`src/rtl/pmr_pkg.sv`:
```
package pmr_pkg;
  localparam int DMAC_W = 48;

  typedef enum logic [1:0] {
    CLS_UC = 2'd0,
    CLS_MC = 2'd1,
    CLS_BC = 2'd2
  } dmac_class_e;

  // All ones is broadcast; group bit (LSB of first octet, bit 40) is multicast.
  function automatic dmac_class_e classify_dmac(input logic [DMAC_W-1:0] mac);
    if (&mac) return CLS_BC;
    else if (mac[40]) return CLS_MC;
    else return CLS_UC;
  endfunction
endpackage

```
`src/rtl/pmr_dest_select.sv`:
```
module pmr_dest_select
  import pmr_pkg::*;
#(
  parameter int IDX_W = 6
) (
  input  logic              mac_hit,
  input  logic [IDX_W-1:0]  mac_idx,
  input  logic [DMAC_W-1:0] dmac,
  input  logic [IDX_W-1:0]  flood_uc,
  input  logic [IDX_W-1:0]  flood_mc,
  input  logic [IDX_W-1:0]  flood_bc,
  output logic [IDX_W-1:0]  dest_idx
);
  dmac_class_e cls;

  always_comb begin
    cls      = classify_dmac(dmac);
    dest_idx = mac_idx;
    if (!mac_hit) begin
      case (cls)
        CLS_BC:  dest_idx = flood_bc;
        CLS_MC:  dest_idx = flood_mc;
        default: dest_idx = flood_uc;
      endcase
    end
  end
endmodule

```
`src/rtl/pmr_mask_table.sv`:
```
module pmr_mask_table #(
  parameter int NUM_PORTS    = 11,
  parameter int DEST_ENTRIES = 64,
  parameter int LAG_W        = 4,
  parameter int IDX_W        = 6,
  parameter int SRC_W        = 4,
  parameter int ADDR_W       = 7,
  parameter int FLOOD_UC_RST = 60,
  parameter int FLOOD_MC_RST = 61,
  parameter int FLOOD_BC_RST = 61
) (
  input  logic                 clk,
  input  logic                 rst_n,
  input  logic                 cfg_we,
  input  logic [ADDR_W-1:0]    cfg_addr,
  input  logic [NUM_PORTS:0]   cfg_wdata,
  input  logic [IDX_W-1:0]     rd_dst_idx,
  input  logic [LAG_W-1:0]     rd_lag,
  input  logic [SRC_W-1:0]     rd_src,
  output logic [NUM_PORTS:0]   rd_dst_mask,
  output logic [NUM_PORTS:0]   rd_aggr_mask,
  output logic [NUM_PORTS:0]   rd_src_mask,
  output logic [IDX_W-1:0]     flood_uc,
  output logic [IDX_W-1:0]     flood_mc,
  output logic [IDX_W-1:0]     flood_bc
);
  localparam int MASK_W    = NUM_PORTS + 1;
  localparam int AGGR_BASE = DEST_ENTRIES;
  localparam int AGGR_N    = 1 << LAG_W;
  localparam int SRC_BASE  = AGGR_BASE + AGGR_N;
  localparam int DEPTH     = SRC_BASE + NUM_PORTS;
  localparam int FLOOD_UC_A = (1 << ADDR_W) - 4;
  localparam int FLOOD_MC_A = (1 << ADDR_W) - 3;
  localparam int FLOOD_BC_A = (1 << ADDR_W) - 2;

  logic [MASK_W-1:0] tbl [DEPTH];

  for (genvar e = 0; e < DEPTH; e++) begin : g_ent
    localparam logic [MASK_W-1:0] RST_VAL =
      (e < NUM_PORTS) ? (MASK_W'(1) << e) : {MASK_W{1'b1}};
    logic [MASK_W-1:0] q;
    always_ff @(posedge clk or negedge rst_n) begin
      if (!rst_n) q <= RST_VAL;
      else if (cfg_we && cfg_addr == ADDR_W'(e)) q <= cfg_wdata;
    end
    assign tbl[e] = q;
  end

  always_ff @(posedge clk or negedge rst_n) begin
    if (!rst_n) begin
      flood_uc <= IDX_W'(FLOOD_UC_RST);
      flood_mc <= IDX_W'(FLOOD_MC_RST);
      flood_bc <= IDX_W'(FLOOD_BC_RST);
    end else if (cfg_we) begin
      if (cfg_addr == ADDR_W'(FLOOD_UC_A)) flood_uc <= cfg_wdata[IDX_W-1:0];
      if (cfg_addr == ADDR_W'(FLOOD_MC_A)) flood_mc <= cfg_wdata[IDX_W-1:0];
      if (cfg_addr == ADDR_W'(FLOOD_BC_A)) flood_bc <= cfg_wdata[IDX_W-1:0];
    end
  end

  logic [ADDR_W-1:0] dst_addr, aggr_addr, src_addr;
  logic              src_ok;

  always_comb begin
    dst_addr     = ADDR_W'(rd_dst_idx);
    aggr_addr    = ADDR_W'(AGGR_BASE) + ADDR_W'(rd_lag);
    src_ok       = (int'(rd_src) < NUM_PORTS);
    src_addr     = src_ok ? (ADDR_W'(SRC_BASE) + ADDR_W'(rd_src)) : ADDR_W'(SRC_BASE);
    rd_dst_mask  = tbl[dst_addr];
    rd_aggr_mask = tbl[aggr_addr];
    rd_src_mask  = src_ok ? tbl[src_addr] : '0;
  end

  // writes outside the table and flood registers alter no flood index
  assert_unmapped_write_R9: assert property (@(posedge clk) disable iff (!rst_n)
    (cfg_we && int'(cfg_addr) >= DEPTH && int'(cfg_addr) != FLOOD_UC_A &&
     int'(cfg_addr) != FLOOD_MC_A && int'(cfg_addr) != FLOOD_BC_A)
    |=> ($stable(flood_uc) && $stable(flood_mc) && $stable(flood_bc)));
endmodule

```
`src/rtl/pmr_top.sv`:
```
module pmr_top
  import pmr_pkg::*;
#(
  parameter int NUM_PORTS = 11,
  parameter int LAG_W     = 4,
  parameter int IDX_W     = 6,
  parameter int SRC_W     = 4,
  parameter int ADDR_W    = 7
) (
  input  logic                 clk,
  input  logic                 rst_n,
  input  logic                 cfg_we,
  input  logic [ADDR_W-1:0]    cfg_addr,
  input  logic [NUM_PORTS:0]   cfg_wdata,
  input  logic                 in_valid,
  output logic                 in_ready,
  input  logic                 in_mac_hit,
  input  logic [IDX_W-1:0]     in_mac_idx,
  input  logic [DMAC_W-1:0]    in_dmac,
  input  logic [SRC_W-1:0]     in_src_port,
  input  logic [LAG_W-1:0]     in_lag_code,
  output logic                 out_valid,
  input  logic                 out_ready,
  output logic [NUM_PORTS:0]   out_mask
);
  localparam int MASK_W       = NUM_PORTS + 1;
  localparam int DEST_ENTRIES = 1 << IDX_W;

  logic              advance;
  logic [IDX_W-1:0]  flood_uc, flood_mc, flood_bc, dest_idx;

  // stage 1: resolved indices
  logic              s1_v;
  logic [IDX_W-1:0]  s1_dst;
  logic [LAG_W-1:0]  s1_lag;
  logic [SRC_W-1:0]  s1_src;
  // stage 2: the three masks
  logic              s2_v;
  logic [MASK_W-1:0] s2_dmask, s2_amask, s2_smask;
  logic [MASK_W-1:0] rd_dmask, rd_amask, rd_smask;

  assign advance  = !out_valid || out_ready;
  assign in_ready = advance;

  pmr_dest_select #(.IDX_W(IDX_W)) u_dest (
    .mac_hit  (in_mac_hit),
    .mac_idx  (in_mac_idx),
    .dmac     (in_dmac),
    .flood_uc (flood_uc),
    .flood_mc (flood_mc),
    .flood_bc (flood_bc),
    .dest_idx (dest_idx)
  );

  pmr_mask_table #(
    .NUM_PORTS(NUM_PORTS), .DEST_ENTRIES(DEST_ENTRIES), .LAG_W(LAG_W),
    .IDX_W(IDX_W), .SRC_W(SRC_W), .ADDR_W(ADDR_W)
  ) u_tbl (
    .clk          (clk),
    .rst_n        (rst_n),
    .cfg_we       (cfg_we),
    .cfg_addr     (cfg_addr),
    .cfg_wdata    (cfg_wdata),
    .rd_dst_idx   (s1_dst),
    .rd_lag       (s1_lag),
    .rd_src       (s1_src),
    .rd_dst_mask  (rd_dmask),
    .rd_aggr_mask (rd_amask),
    .rd_src_mask  (rd_smask),
    .flood_uc     (flood_uc),
    .flood_mc     (flood_mc),
    .flood_bc     (flood_bc)
  );

  always_ff @(posedge clk or negedge rst_n) begin
    if (!rst_n) begin
      s1_v      <= 1'b0;
      s1_dst    <= '0;
      s1_lag    <= '0;
      s1_src    <= '0;
      s2_v      <= 1'b0;
      s2_dmask  <= '0;
      s2_amask  <= '0;
      s2_smask  <= '0;
      out_valid <= 1'b0;
      out_mask  <= '0;
    end else if (advance) begin
      s1_v      <= in_valid;
      s1_dst    <= dest_idx;
      s1_lag    <= in_lag_code;
      s1_src    <= in_src_port;
      s2_v      <= s1_v;
      s2_dmask  <= rd_dmask;
      s2_amask  <= rd_amask;
      s2_smask  <= rd_smask;
      out_valid <= s2_v;
      out_mask  <= s2_dmask & s2_amask & s2_smask;
    end
  end

  // no output right after reset release
  assert_idle_after_reset_R1: assert property (@(posedge clk) disable iff (!rst_n)
    $rose(rst_n) |-> !out_valid);

  // a hit carries the MAC entry index into stage 1
  assert_hit_index_R2: assert property (@(posedge clk) disable iff (!rst_n)
    (in_valid && in_ready && in_mac_hit) |=> (s1_v && s1_dst == $past(in_mac_idx)));

  // a broadcast miss takes the broadcast flood index
  assert_bcast_flood_R3: assert property (@(posedge clk) disable iff (!rst_n)
    (in_valid && in_ready && !in_mac_hit && (&in_dmac)) |=> (s1_dst == $past(flood_bc)));

  // the output never holds a port outside its destination mask
  assert_and_subset_R6: assert property (@(posedge clk) disable iff (!rst_n)
    (s2_v && advance) |=> (out_valid && ((out_mask & ~$past(s2_dmask)) == '0)));

  // occupancy moves forward one stage per advancing edge
  assert_stage_fill_R7: assert property (@(posedge clk) disable iff (!rst_n)
    (s1_v && advance) |=> s2_v);

  // a held output is frozen
  assert_hold_R8: assert property (@(posedge clk) disable iff (!rst_n)
    (out_valid && !out_ready) |=> (out_valid && $stable(out_mask)));
endmodule

```
`config.mk`:
```
export PLATFORM = sky130hd
export DESIGN_NAME = pmr_top
export DESIGN_NICKNAME = d
export VERILOG_FILES = /design/src/rtl/pmr_pkg.sv /design/src/rtl/pmr_dest_select.sv /design/src/rtl/pmr_mask_table.sv /design/src/rtl/pmr_top.sv
export SDC_FILE = /design/constraint.sdc
export NUM_CORES = 2
export LEC_CHECK = 0
export BUFFER_PORTS_ARGS = -buffer_cell sky130_fd_sc_hd__buf_2
export CAP_MARGIN = 20
export CORE_UTILIZATION = 47
export DETAILED_ROUTE_END_ITERATION = 8
export SLEW_MARGIN = 20
export SYNTH_ARGS = -nofsm -noshare
export SYNTH_HDL_FRONTEND = slang
export SYNTH_SLANG_ARGS = --single-unit
```
`constraint.sdc`:
```
create_clock -name clk -period 6.1 [get_ports clk]
set_input_delay 0.61 -clock clk [delete_from_list [all_inputs] [get_ports clk]]
set_output_delay 0.61 -clock clk [all_outputs]
set_load 0.01 [all_outputs]
```
* Word level (Yosys, flattened, before mapping)
Cells that the tools add are included.
Widths: inputs -> output; s select.
** Storage, ports and cells
- Bits in registers :: 1175
- Input bits :: 87
- Output and inout port bits :: 14
- Word-level logic and storage cells :: 323
** Cells by class
- Add/sub/neg operators :: 2
- $lt $le $gt $ge :: 4
- Eq/ne operators :: 95
- Mux-type cells :: 15
- Bitwise gates (word level) :: 5
- Reduce and logical (&&, ||, !) cells :: 98
** Operator list (number)
- $bmux 12 s7 :: 3
- $eq 7x6->1 const B :: 32
- $eq 7x7->1 const B :: 30
- $eq 7x5->1 const B :: 16
- $logic_and 1x1->1 :: 91
- $mux 12 :: 7
- $eq 7x4->1 const B :: 8
- $reduce_and 48->1 :: 1
- $eq 7x3->1 const B :: 4
- $and 12x12->12 :: 2
- $ge 8x8->1 const B :: 3
- $not 7->8 :: 2
- $add 7x4->7 const A :: 2
- $eq 7x2->1 const B :: 2
- $pmux 6 s2 :: 1
- $not 6->8 :: 1
- $eq 7x1->1 const B :: 1
- $logic_not 7->1 :: 1
- $mux 7 :: 1
- $mux 6 :: 1
- $reduce_and 2->1 :: 3
- $lt 4x4->1 const B :: 1
- $eq 2x1->1 const B :: 1
- $eq 2x2->1 const B :: 1
- other kinds (4) :: 4

* Logic depth before layout (Yosys ltp)
- Word-level depth :: 7
- Mapped depth :: 9
- Depth with buffers taken out :: 6

* Modules after synthesis
A second synthesis with hierarchy kept.
** Second synthesis, totals
- Cells, all modules :: 3505
- Area, all modules :: 55215.5 µm²
** By module, submodules not included
- pmr_mask_table :: times used 1, cells each 3296, area an instance 52200.1 µm², sequential area each 29009.1 µm²
- pmr_top :: times used 1, cells each 150, area an instance 2651.3 µm², sequential area each 1626.6 µm²
- pmr_dest_select :: times used 1, cells each 59, area an instance 364.1 µm², sequential area each 0.0 µm²

* Worst setup path before layout
No wires, ideal clock.
- Path type :: in2reg
- Start point :: input cfg_addr[4]
- End point :: register u_tbl.g_ent[71].q[10]
- Arrival time :: 2109 ps
- Data required time :: 6018 ps
- Slack :: 3909 ps
- Stages :: 6
- Cells stage by stage :: buf_2 or3b_2 clkbuf_1 nor2_1 buf_4 mux2_2
** On the way
- Longest elaborated chain between the ends :: 2
** RTL lines
- start, declared :: RTL line pmr_top.sv:13 : input logic [ADDR_W-1:0] cfg_addr,
- $eq 7x7->1 :: RTL line pmr_mask_table.sv:44 : else if (cfg_we && cfg_addr == ADDR_W'(e)) q <= cfg_wdata;
- $logic_and 1x1->1 :: RTL line pmr_mask_table.sv:44
- end signal, assigned :: RTL line pmr_mask_table.sv:44
- end, declared :: RTL line pmr_mask_table.sv:41 : logic [MASK_W-1:0] q;
Every way passes these cells.
A chain may end at the register's enable or synchronous reset.

* Worst setup path in the final report
- Start point :: register out_valid
- End point :: output in_ready
** On the way
- Longest elaborated chain between the ends :: 2
** RTL lines
- start, declared :: RTL line pmr_top.sv:22 : output logic out_valid,
- start signal, assigned :: RTL line pmr_top.sv:96 : out_valid <= s2_v;
- $logic_not 1->1 :: RTL line pmr_top.sv:42 : assign advance = !out_valid || out_ready;
- $logic_or 1x1->1 :: RTL line pmr_top.sv:42
- end, declared :: RTL line pmr_top.sv:16 : output logic in_ready,
Every way passes these cells.

==> flow_summary.ini <==
[power]
power_density_nw_per_um2 = 338
power_frac_comb_pct = 15.6
p_leak_nw = 24.9
ir_worst_vdd_v = 0.000337
p_total_mw = 20.5
p_seq_share_pct = 46.7
power.internal_mw = 15.0
switching_share_pct = 26.7
p_clk_share_pct = 37.8
switching_power_mw = 5.48

[synth]
yosysWarnings = 0
synthFlopType = dfstp_2
postSynthCellCount = 3630
mappedNetlistArea_um2 = 54900
netlist.top_cell.by_area = dfstp_2
ys_types = 48
synth-edff-count = 0
yosysSeqAreaShare_pct = 55.8
synth_area_leaders = dfstp_2 (47%), mux2_2 (25%), mux4_2 (8.9%)
synthArstFlopShare_pct = 100
ys_ff_latch = 1175
synth_top_area_share_pct = 47.1
syn_area_per_cell_um2 = 15.1
synth_nets = 3717

[cts]
cts_buffers = 131
clk_path_buf_depth = 3
root_buffer = clkbuf_16
clk_latency_ns = 0.73
cts-hold-fix-buffers = 0
clk_pin_slew_worst_paths_ns = 0.06
cts_resized = 0
tritoncts = built
cts.sinks = 1175
h-tree-depth = 4
postCtsSetupRepairBufs = 0

[placed_design]
gp_congestion = 0.854
postPlaceCellArea_um2 = 56400
pre_cts_slack_ns = 2.68
dp.cells = 4984
port_buffers = 100
dp.final_hpwl_mm = 90.8

[setup_path]
slowest_stage = nor2b_4
r2r_cells = 6
crit_buf_inv = 3
cp.required_ns = 5.49
worstPathCellList = nor2b_4, clkinv_1, buf_4, buf_2
slowest_delay_ns = 0.78
path_class = reg -> out
start_kind = flop
end_kind = primary output
crit_fanout = 42
path_delay_family = simple AND/OR/NAND/NOR gates
worstPathArrival_ns = 2.64
cp.depth = 4

[floorplanning]
fp-row-count = 125
core_um2 = 116000
initial_core_util_pct = 47.3
ios = 101
dieArea_um2 = 118000
die_h_um = 344
die_w_um = 344

[global_route]
antenna_found_initial = 3
grt_overflow_total = 0
grt_pass1_vias = 33900
grt_use_total_pct = 25.1
grt_pass1_wl_mm = 221
grt_max_degree = 157

[route]
wl_mm = 146
drc = 0
ant_nets = 0
wl_per_cell_um = 27.9
routed_via_density = 5.98
initialDrtViolationCount = 1882
vias = 31200
drtPass1Iterations = 6

[timing]
finalHoldViolations = 0
fmax_mhz = 308
min_period_ns = 3.25
worstMarginPinSlew_ns = 1.31
setup_violations = 0
finalClockSkew_ns = 0.0353
slew_violations = 0
fin_crit_sh_pct = 53.2
slew_headroom_pct = 12.9
worst_hold_slack_ns = 0.0207
fin_tns_setup_ns = 0
worst_slack_ns = 2.85
rsz0062_at_grt = no

[flow_run]
maxCapViolCount = 0

[worst_hold_path]
hp-class = in -> async

[layout]
nNetsFinal = 3682
drive_above_1_share_pct = 76.5
fin_util_pct = 52.3
area_delta_synth_final_pct = 10.6
stdcell_count = 5220
final_area_um2 = 60700

[run_status]
status = finished clean
flip-flops by register name, indices dropped and copies added, names as in the netlist:
name and count:
s1_dst 6, s1_v 1, u_tbl.flood_bc 6, s2_smask 12, out_valid 1, out_mask 12
u_tbl.flood_mc 6, u_tbl.flood_uc 6, s2_dmask 12, s1_lag 4, s1_src 4, s2_amask 12
s2_v 1, u_tbl.g_ent.q 1092
routing by layer:
layer	wire (um)	track usage, %
met1	62300	33.2
met2	72600	42.0
met3	5650	4.02
met4	4990	8.81
met5	23	0
kinds of logic (layout without fill, tap and decap cells):
logic type      count (synthesis)  in the layout  share of synthesized area [%]
simple gates                  401            401                           3.28
flops                        1175           1175                           55.8
mux                          1494           1494                           34.9
other cells                     0              2                              0
buf+inv                       350            414                           3.05
compound gates                210            210                           2.95
worst register-to-register path, stage by stage, from the launching register on:
cell     delay, ns
dfrtp_4       0.97
buf_4         0.84
mux4_2        0.62
nor2b_1       0.14
nor3_1        0.06
o41ai_1       0.38
nand3_1       0.12
synth_stat cells, drive strengths merged (7+ instances only):
cell,n
mux2,1206
dfstp,985
mux4,216
dfrtp,190
clkbuf,174
buf,167
nand2,162
nor2,101
mux2i,72
o22ai,48
a221oi,36
nand3,36
o21ai,28
nor3,26
nand4,18
nor2b,18
a21oi,14
a211o,12
a221o,12
a31o,12
o21a,12
o31ai,12
o41ai,12
inv,8
and2,7
nand2b,7
layout make-up:
| type | instances | area (um^2) |
|---|---|---|
| Fill cell | 9573 | 55300 |
| Multi-Input combinational cell | 2105 | 22700 |
| Tap cell | 1524 | 1910 |
| Inverter | 9 | 33.8 |
| Sequential cell | 1175 | 30700 |
| Clock buffer | 194 | 3860 |
| Timing Repair Buffer | 173 | 1240 |
| Clock inverter | 38 | 363 |
| Antenna cell | 2 | 5.00 |
power groups by stage:
stage | Combinational (mW) | Sequential, mW | Clock (mW)
after floorplan | 2.39 | 9.27 | 0
after global placement | 3.12 | 9.63 | 0
after detailed placement | 3.19 | 9.69 | 0
after CTS | 3.20 | 9.58 | 7.93
after global routing | 3.41 | 9.66 | 8.25
final | 3.20 | 9.57 | 7.74
placed cells by master (no fill, tap or decap), types with 48 or more instances in the layout:
cell type	synthesis	layout
buf_4	28	71
mux4_2	216	216
mux2i_1	72	72
mux2_2	1202	1202
clkbuf_16	0	136
buf_2	111	87
dfrtp_1	190	185
dfstp_2	985	985
nor2_1	101	78
nand2_1	162	161
o22ai_1	48	48
final timing paths:
kind | start | to | slack (ns)
max | out_valid | in_ready | 2.85
min | rst_n | s1_dst[5] | 0.02
max reg2reg | s1_dst[0] | s2_dmask[3] | 2.86
min reg2reg | s2_amask[0] | s2_amask[0] | 0.47
max in group asynchronous | rst_n | u_tbl.g_ent[8].q[0] | 4.57
min in group clk | in_src_port[0] | s1_src[0] | 0.09
Power figures use the tool's default switching activity.
